==> config.mk <==
export PLATFORM = sky130hd
export DESIGN_NAME = path_bip8_gen
export DESIGN_NICKNAME = d
export VERILOG_FILES = /design/src/rtl/path_bip_pkg.sv /design/src/rtl/bip_accum.sv /design/src/rtl/err_oneshot.sv /design/src/rtl/path_bip8_gen.sv
export SDC_FILE = /design/constraint.sdc
export NUM_CORES = 1
export LEC_CHECK = 0
export ABC_AREA = 1
export CORE_MARGIN = 5
export CORE_UTILIZATION = 33
export CTS_CLUSTER_SIZE = 14
export DETAILED_ROUTE_END_ITERATION = 10
export DONT_BUFFER_PORTS = 1
export SETUP_SLACK_MARGIN = 0.3
export SKIP_CTS_REPAIR_TIMING = 1
export SLEW_MARGIN = 30
export SYNTH_ARGS = -nofsm -noshare
export SYNTH_HDL_FRONTEND = slang
export SYNTH_SLANG_ARGS = --single-unit
export TNS_END_PERCENT = 20
==> constraint.sdc <==
create_clock -name clk -period 1.2 [get_ports clk]
set_input_delay 0.24 -clock clk [delete_from_list [all_inputs] [get_ports clk]]
set_output_delay 0.24 -clock clk [all_outputs]
set_load 0.005 [all_outputs]
==> src/rtl/path_bip_pkg.sv <==
package path_bip_pkg;

  // Frame position markers that travel beside each byte.
  typedef struct packed {
    logic sof;
    logic b3;
  } beat_mark_t;

  // Column parity update: fold one byte into the running parity.
  function automatic logic fold_col(input logic acc_bit, input logic data_bit);
    return acc_bit ^ data_bit;
  endfunction

endpackage

==> src/rtl/bip_accum.sv <==
module bip_accum #(
  parameter int unsigned W = 8
) (
  input  logic         clk,
  input  logic         rst_n,
  input  logic         fire,
  input  logic         sof,
  input  logic [W-1:0] tx_byte,
  output logic [W-1:0] parity_q
);
  import path_bip_pkg::*;

  logic [W-1:0] acc_q;
  logic [W-1:0] hold_q;

  // One independent even-parity register per bit column.
  for (genvar c = 0; c < W; c++) begin : g_col
    always_ff @(posedge clk) begin
      if (!rst_n) begin
        acc_q[c]  <= 1'b0;
        hold_q[c] <= 1'b0;
      end else if (fire) begin
        if (sof) begin
          hold_q[c] <= acc_q[c];
          acc_q[c]  <= tx_byte[c];
        end else begin
          acc_q[c]  <= fold_col(acc_q[c], tx_byte[c]);
        end
      end
    end
  end

  assign parity_q = hold_q;


  frame_latch_chk: assert property (@(posedge clk) disable iff (!rst_n)
    (fire && sof) |=> (hold_q == $past(acc_q)));


  hold_stable_chk: assert property (@(posedge clk) disable iff (!rst_n)
    !(fire && sof) |=> $stable(hold_q));

endmodule

==> src/rtl/err_oneshot.sv <==
module err_oneshot (
  input  logic clk,
  input  logic rst_n,
  input  logic en,
  input  logic strobe,
  input  logic consume,
  output logic armed
);
  logic strobe_q;
  logic armed_q;
  logic rise;

  assign rise = strobe & ~strobe_q & en;

  always_ff @(posedge clk) begin
    if (!rst_n) begin
      strobe_q <= 1'b0;
      armed_q  <= 1'b0;
    end else begin
      strobe_q <= strobe;
      armed_q  <= (armed_q & ~consume) | rise;
    end
  end

  assign armed = armed_q;


  consume_clear_chk: assert property (@(posedge clk) disable iff (!rst_n)
    (armed_q && consume && !strobe) |=> !armed_q);


  disabled_idle_chk: assert property (@(posedge clk) disable iff (!rst_n)
    (!armed_q && !en) |=> !armed_q);


  level_no_rearm_chk: assert property (@(posedge clk) disable iff (!rst_n)
    (!armed_q && strobe && strobe_q) |=> !armed_q);

endmodule

==> src/rtl/path_bip8_gen.sv <==
module path_bip8_gen #(
  parameter int unsigned DATA_W = 8
) (
  input  logic              clk,
  input  logic              rst_n,
  input  logic              s_valid,
  output logic              s_ready,
  input  logic [DATA_W-1:0] s_data,
  input  logic              s_sof,
  input  logic              s_b3,
  output logic              m_valid,
  input  logic              m_ready,
  output logic [DATA_W-1:0] m_data,
  output logic              m_sof,
  output logic              m_b3,
  input  logic              err_en,
  input  logic              err_strobe,
  output logic [DATA_W-1:0] b3_value
);
  import path_bip_pkg::*;

  localparam logic [DATA_W-1:0] ALL_ONES = {DATA_W{1'b1}};

  beat_mark_t   mark;
  logic         fire;
  logic         slot_fire;
  logic         armed;
  logic [DATA_W-1:0] parity;
  logic [DATA_W-1:0] slot_byte;

  assign mark      = '{sof: s_sof, b3: s_b3};
  assign fire      = s_valid & m_ready;
  assign slot_fire = fire & mark.b3;

  assign s_ready = m_ready;
  assign m_valid = s_valid;
  assign m_sof   = mark.sof;
  assign m_b3    = mark.b3;

  assign slot_byte = armed ? (parity ^ ALL_ONES) : parity;
  assign m_data    = mark.b3 ? slot_byte : s_data;
  assign b3_value  = parity;

  bip_accum #(.W(DATA_W)) u_accum (
    .clk      (clk),
    .rst_n    (rst_n),
    .fire     (fire),
    .sof      (mark.sof),
    .tx_byte  (m_data),
    .parity_q (parity)
  );

  err_oneshot u_inject (
    .clk     (clk),
    .rst_n   (rst_n),
    .en      (err_en),
    .strobe  (err_strobe),
    .consume (slot_fire),
    .armed   (armed)
  );


  reset_zero_chk: assert property (@(posedge clk)
    !rst_n |=> (b3_value == '0));

endmodule

==> results.yml, run 1 <==
run_status:
  outcome: "finished with violations"
  violations: "setup timing"
routing:
  routed-via-count: 1181
  wirelength_um: 3070
  avgRoutedWirePerCell_um: 12.3
  drc: 0
  drt_iter0_drc: 38
  routed_via_density: 4.74
  drtAntennaViolNets: 0
  firstDrtPassIters: 4
place:
  dpl_cell_area_um2: 1230
  io_buffers: 0
  place_ws_ns: 0.0744
  place.gp.congestion: 0.759
  hpwl_um: 2000
  dp_cells: 240
global_route:
  antenna_found_initial: 0
  grt_pass1_wl_um: 4970
  grt_max_degree: 27
  grt_pass1_vias: 1040
  grtUsageTotal_pct: 12.3
  grt.overflow.total: 0
pwr:
  irDropWorstVdd_mv: 0.706
  leakage_nw: 0.696
  powerDensity_nw_per_um2: 982
  p_total_mw: 1.39
worst_setup_path:
  critical_path_class: "reg -> out"
  worstSetupStartpointType: "flop"
  reg2reg_slack_ns: 0.10
  cp-end-kind: "output port"
  critPathMaxFanout: 16
  crit_required_ns: 0.96
  worstPathArrival_ns: 1.02
min_path:
  hp-class: "in -> reg"
finish:
  final_common_cell: "nand2_1"
  stdcell_area_um2: 1420
  num-fill-cells: 406
  syn_to_final_growth_pct: 12.8
  register_area_um2: 377
  final_cell_mix: "nand2_1 (55), inv_1 (25), nand3_1 (23)"
  multi_input_area_um2: 734
  final_core_util_pct: 38.4
  stdcell_count: 249
  diodes: 0
  drive_above_1_share_pct: 29.9
  final_net_count: 219
floorplanning:
  die_x_um: 71.7
  core.rowCount: 22
  coreArea_um2: 3690
  die-area_um2: 5140
  start_util_pct: 34.1
  io_pins: 36
  die_y_um: 71.7
logic_synthesis:
  ys_seq_area_share_pct: 28.7
  synthesis.area_um2: 1260
  avgSynthCellArea_um2: 6.19
  ys_seq_elements: 18
  yosysWarnings: 0
  synthCells: 203
  synthDistinctLibCells: 23
  syn-num-nets: 219
clock_tree:
  clk-insertion-delay-late_ns: 0.25
  cts_sinks: 18
  root_buffer: "clkbuf_8"
  cts.path.max_buffers: 2
  cts.htree.levels: 1
  cts_tree: "built"
  numCtsBuffers: 3
  clk_pin_slew_ns: 0.07
timing:
  slew_violations: 0
  setup_violations: 8
  rsz0062_at_grt: "true"
  hold_slack_ns: 0.101
  setup_slack_ns: -0.0618
  fin_skew_ns: 0.000426
  tns_ns: -0.336
  relSlewSlack_pct: 83.9
  period_needed_ns: 1.26
  post-route-period-util_pct: 105
  fmax_mhz: 793
  finalHoldViolCount: 0
  tightest_slew_ns: 0.242
flow_run:
  drv_cap: 0
-- Yosys cell counts, drive strengths merged --
| cell type | n | area share (%) |
|---|---|---|
| nand3 | 33 | 14 |
| nor2 | 9 | 2.9 |
| clkbuf | 1 | 0.30 |
| dfxtp | 18 | 29 |
| nand2 | 75 | 24 |
| inv | 27 | 8.7 |
| or2 | 8 | 4.0 |
| o21ai | 9 | 3.6 |
| buf | 13 | 9.6 |
| clkinv | 1 | 0.40 |
| nand3b | 1 | 0.60 |
| a21oi | 8 | 3.2 |
-- layout make-up --
cell class	count	area share [%]
multi-input cells	143	51.8
well taps	48	4.24
inverters	28	8.03
flip-flops and latches	18	26.6
repair buffers	9	6.44
clock buffers	3	2.91
-- state kept, by name, indices dropped and copies added, names as in the netlist --
signal and flops:
u_accum.acc_q 8, u_accum.parity_q 8, u_inject.armed 1, u_inject.strobe_q 1
-- path summary, 6_finish.rpt --
check / from / endpoint / cells after the start
hold reg to reg: u_inject.strobe_q$_SDFF_PN0_ / u_inject.armed$_SDFF_PN0_ / 2
setup reg to reg: u_inject.armed$_SDFF_PN0_ / u_accum.acc_q[1]$_SDFFE_PN0N_ / 8
hold / removal: rst_n / u_accum.acc_q[1]$_SDFFE_PN0N_ / 2
setup / recovery: u_inject.armed$_SDFF_PN0_ / m_data[5] / 4
-- per-layer routing --
layer / vias to the layer above / wire, µm / GRT usage (%)
met5: - / 0 / 0
met4: 0 / 37 / 4.38
met3: 5 / 213 / 4.49
met2: 25 / 1430 / 19.7
met1: 534 / 1390 / 15.0
li1: 617 / - / -
-- where the power goes --
part | switching (mW) | total (mW) | internal (mW)
registers | 0.0340 | 0.666 | 0.632
logic | 0.175 | 0.303 | 0.128
clock network | 0.199 | 0.423 | 0.223
-- cell families after synthesis --
family | synth area share (%)
AOI/OAI and AO/OA | 6.77
buffers and inverters | 18.9
DFF | 28.7
and+or+nand+nor | 45.6
-- critical path: stages, from the launching register on --
cell	delay (ns)
dfxtp_4	0.42
inv_8	0.08
nand2_1	0.09
nand3_2	0.08
nand2_2	0.10
Note: power is estimated with default switching activity, not from simulation.
==> run 2: changes to the inputs <==
CORE_MARGIN = 8   (was 5)
HOLD_SLACK_MARGIN = 0.05   (was default)
==> run 2 against run 1 <==
- the run still ends with setup timing left
- sequential power hardly changed
- die area is 17% higher
- sequential share of layout area is 0.23 points higher
==> results.yml, run 2 (same netlist as run 1, synthesis figures left out) <==
finish:
  final_common_cell: "nand2_1"
  diodes: 0
  num-fill-cells: 407
  final_cell_mix: "nand2_1 (56), inv_1 (25), nand3_1 (24)"
  stdcell_count: 246
  syn_to_final_growth_pct: 12.3
  final_net_count: 216
  drive_above_1_share_pct: 26.8
clock_tree:
  numCtsBuffers: 3
  cts.path.max_buffers: 2
  cts_sinks: 18
  clk-insertion-delay-late_ns: 0.25
  cts_tree: "built"
  clk_pin_slew_ns: 0.07
  cts.htree.levels: 1
  root_buffer: "clkbuf_8"
routing:
  drtAntennaViolNets: 0
  routed-via-count: 1125
  avgRoutedWirePerCell_um: 12.4
  drt_iter0_drc: 78
  drc: 0
  wirelength_um: 3060
  routed_via_density: 4.57
  firstDrtPassIters: 4
flow_run:
  drv_cap: 0
floorplanning:
  core.rowCount: 22
  start_util_pct: 34.3
  coreArea_um2: 3660
  die_x_um: 77.7
  die-area_um2: 6040
  io_pins: 36
  die_y_um: 77.7
global_route:
  grt.overflow.total: 0
  grt_pass1_vias: 974
  antenna_found_initial: 0
  grt_max_degree: 27
  grt_pass1_wl_um: 4970
  grtUsageTotal_pct: 10.0
worst_setup_path:
  crit_start: "u_inject.armed$_SDFF_PN0_"
  critPathMaxFanout: 8
  cp_cell_sequence: "buf_12, nand2_2, nand3_2, nand2_4"
  critical_path_class: "reg -> out"
  worstSetupStartpointType: "flop"
  r2r_cells: 7
  critPathSlowestCell: "dfxtp_4"
  cp-end-kind: "output port"
  crit_required_ns: 0.96
  reg2reg_slack_ns: 0.16
  slowest_delay_ns: 0.39
  r2r_end: "u_accum.acc_q[5]$_SDFFE_PN0N_"
  worstPathArrival_ns: 1.02
  r2r-start: "u_inject.armed$_SDFF_PN0_"
timing:
  setup_violations: 8
  post-route-period-util_pct: 105
  slew_violations: 0
  rsz0062_at_grt: "true"
  relSlewSlack_pct: 83.8
  period_needed_ns: 1.26
  tightest_slew_ns: 0.242
  fmax_mhz: 795
  finalHoldViolCount: 0
  fin_skew_ns: 0.00320
  setup_slack_ns: -0.0582
place:
  place_ws_ns: 0.0610
  io_buffers: 0
  dp_cells: 241
  place.gp.congestion: 0.720
  hpwl_um: 2110
run_status:
  outcome: "finished with violations"
  violations: "setup timing"
min_path:
  hold_end: "u_accum.acc_q[6]$_SDFFE_PN0N_"
  hp-start: "rst_n"
  hp-class: "in -> reg"
  hold_depth: 2
pwr:
  p_total_mw: 1.38
  powerDensity_nw_per_um2: 977
  irDropWorstVdd_mv: 1.13
  leakage_nw: 0.715
## run 2: cell types whose count changed in the layout (fill, tap and decap cells not counted), sizes merged
cell	change
buf	-3
## run 2: metrics by stage
| step | utilization [%] | instance area (µm²) | hold slack (ns) | TNS (ns) |
|---|---|---|---|---|
| 2_1_floorplan | - | 1260 | 0.352 | 0 |
| 3_3_place_gp | 34.2 | 1250 | 0.361 | 0 |
| 3_5_place_dp | 34.2 | 1250 | 0.367 | 0 |
| 4_1_cts | 35.4 | 1290 | 0.0931 | -1.28 |
| 5_1_grt | 38.5 | 1410 | 0.0877 | -0.733 |
| 6_report | 38.5 | 1410 | 0.0963 | -0.370 |
## run 2: worst max-delay path, delay by kind of cell, from the launching register on
family        cells  cell delay, ns
simple gates      3            0.23
buf+inv           1            0.15
flops             1            0.39
## run 2: worst max-delay path by stage
stage               depth (start not counted)                            end  slack, ns
CTS                                         4                      m_data[7]      -0.18
global route                                4                      m_data[5]      -0.10
global placement                            7  u_accum.acc_q[7]$_SDFFE_PN0N_       0.07
floorplan                                   9  u_accum.acc_q[3]$_SDFFE_PN0N_       0.16
finish                                      4                      m_data[3]      -0.06
detailed placement                          7  u_accum.acc_q[7]$_SDFFE_PN0N_       0.06
## run 2: per-layer routing
layer | vias to the layer above | track usage [%] | part of all wire [%]
met5 | - | 0 | 0
met3 | 2 | 4.49 | 8.0
met2 | 22 | 15.6 | 46
met1 | 488 | 12.5 | 45
li1 | 613 | - | -
met4 | 0 | 1.70 | 0.62
## run 2: power by group
group / internal (mW) / total (mW) / switching [mW] / leakage (nW)
Clock: 0.223 / 0.416 / 0.193 / 0.0216
Sequential: 0.631 / 0.664 / 0.0336 / 0.152
Combinational: 0.123 / 0.298 / 0.175 / 0.541
## run 2: cell type report
class	instances	area (µm²)	area share, %
well taps	48	60.1	4.26
multi-input cells	143	743	52.7
inverters	28	114	8.07
repair buffers	6	73.8	5.24
clock buffers	3	41.3	2.93
flip-flops and latches	18	378	26.8
==> run 3: changes to the inputs <==
CELL_PAD_IN_SITES_DETAIL_PLACEMENT = 1   (was default)
CELL_PAD_IN_SITES_GLOBAL_PLACEMENT = 2   (was default)
CORE_UTILIZATION = 31   (was 33)
PLACE_DENSITY_LB_ADDON = 0.1   (was default)
==> run 3 against run 2 <==
- register-to-register slack lost 0.05 ns
- critical endpoint is now m_data[2]
- wire length grew 16%
- global-route usage grew 1.7 points
- sequential power is essentially flat
- first-iteration DRC count shrank 41%
- clock-buffer cell count grew 1
- non-clock buffer count is the same
- setup slack gained 0.0042 ns
- via count grew 8.5%
- sequential share of layout area grew 0.59 points
- die area grew 5.1%
- the flow still finishes with violations (setup timing)
==> results.yml, run 3 (same netlist as run 1, synthesis figures left out) <==
clock_tree:
  numCtsBuffers: 3
  cts_sinks: 18
  root_buffer: "clkbuf_8"
  cts.htree.levels: 1
  cts.path.max_buffers: 2
  clk-insertion-delay-late_ns: 0.25
  cts_tree: "built"
  clk_pin_slew_ns: 0.07
worst_setup_path:
  worstSetupStartpointType: "flop"
  critical_path_class: "reg -> out"
  reg2reg_slack_ns: 0.11
  critPathMaxFanout: 6
  worstPathArrival_ns: 1.01
  r2r_cells: 8
  crit_end: "m_data[2]"
  r2r_end: "u_accum.acc_q[2]$_SDFFE_PN0N_"
  r2r-start: "u_inject.armed$_SDFF_PN0_"
  crit_required_ns: 0.96
  crit_start: "u_inject.armed$_SDFF_PN0_"
  cp-end-kind: "output port"
timing:
  period_needed_ns: 1.25
  setup_slack_ns: -0.0540
  fin_skew_ns: 0.00149
  rsz0062_at_grt: "true"
  slew_violations: 0
  tns_ns: -0.272
  fmax_mhz: 797
  setup_violations: 8
  relSlewSlack_pct: 82.2
  tightest_slew_ns: 0.267
  post-route-period-util_pct: 105
  finalHoldViolCount: 0
global_route:
  antenna_found_initial: 0
  grt_pass1_wl_um: 5980
  grt.overflow.total: 0
  grt_max_degree: 27
  grt_pass1_vias: 1250
  grtUsageTotal_pct: 11.7
place:
  io_buffers: 0
  place.gp.congestion: 0.732
  hpwl_um: 2580
  dpl_cell_area_um2: 1250
pwr:
  clkPwrFrac_pct: 34.4
  powerDensity_nw_per_um2: 1040
  cell_internal_pwr_mw: 1.04
  comb_power_share_pct: 20.2
  leakage_nw: 0.683
  p_sw_mw: 0.419
  irDropWorstVdd_mv: 0.424
  sw_frac_of_total_pct: 28.8
  pwr-share-seq_pct: 45.4
finish:
  final_net_count: 216
  stdcell_area_um2: 1400
  syn_to_final_growth_pct: 11.7
  final_common_cell: "nand2_1"
  drive_above_1_share_pct: 27.1
  diodes: 0
  final_cell_mix: "nand2_1 (58), inv_1 (24), nand3_1 (24)"
routing:
  dr_wl_met3_um: 273
  avgRoutedWirePerCell_um: 14.2
  firstDrtPassIters: 4
  routed_via_density: 4.90
  wirelength_um: 3550
  met1_length_um: 1420
  routed-via-count: 1221
  drc: 0
  wl_met2_um: 1840
  top_layer_used: "met4"
  drtAntennaViolNets: 0
  drt_iter0_drc: 46
floorplanning:
  die-area_um2: 6340
  die_y_um: 79.7
  die_x_um: 79.7
  io_pins: 36
  core.rowCount: 23
  coreArea_um2: 3940
  start_util_pct: 31.9
flow_run:
  drv_cap: 0
min_path:
  hp-class: "in -> reg"
run_status:
  outcome: "finished with violations"
  violations: "setup timing"
==> run 3: metal layers <==
layer	track usage, %	vias up
li1	-	613
met1	13.3	579
met2	20.8	27
met3	4.17	2
met4	1.67	0
met5	0	-
==> run 3: final cells by class <==
cell class                 count  area, µm²
multi-input combinational    143        718
clock buffer                   4       55.1
tap                           50       62.6
fill                         516       2540
sequential                    18        384
timing repair buffer           6       68.8
inverter                      28        114
==> run 3: worst min-delay path by stage <==
stage	cells after the start	end	from
4_1_cts	2	u_inject.strobe_q$_SDFF_PN0_	err_strobe
3_5_place_dp	2	u_inject.strobe_q$_SDFF_PN0_	err_strobe
3_3_place_gp	2	u_inject.strobe_q$_SDFF_PN0_	err_strobe
5_1_grt	2	u_accum.acc_q[2]$_SDFFE_PN0N_	rst_n
6_report	2	u_accum.acc_q[5]$_SDFFE_PN0N_	rst_n
2_1_floorplan	2	u_inject.strobe_q$_SDFF_PN0_	err_strobe
==> run 3: worst max-delay path, stage by stage, from the launching register on <==
cell     delay [ns]
dfxtp_4        0.38
buf_6          0.14
nand2_2        0.06
nand3_2        0.09
nand2_2        0.09
==> run 3: stage by stage <==
stage	setup slack [ns]	std cells	total power, mW	hold slack (ns)	utilization [%]
after floorplan	0.157	203	0.928	0.352	-
after global placement	0.142	244	0.937	0.356	31.7
after detailed placement	0.0937	244	0.952	0.366	31.7
after CTS	-0.173	248	1.46	0.0924	33.1
after global routing	-0.113	249	1.57	0.0939	35.6
final	-0.0540	249	1.46	0.0976	35.6
==> run 3: power by group through the flow <==
stage / clock network, mW / logic [mW] / registers, mW
3_5_place_dp: 0 / 0.276 / 0.677
4_1_cts: 0.523 / 0.277 / 0.663
3_3_place_gp: 0 / 0.263 / 0.675
6_report: 0.500 / 0.294 / 0.662
5_1_grt: 0.562 / 0.341 / 0.668
2_1_floorplan: 0 / 0.264 / 0.664
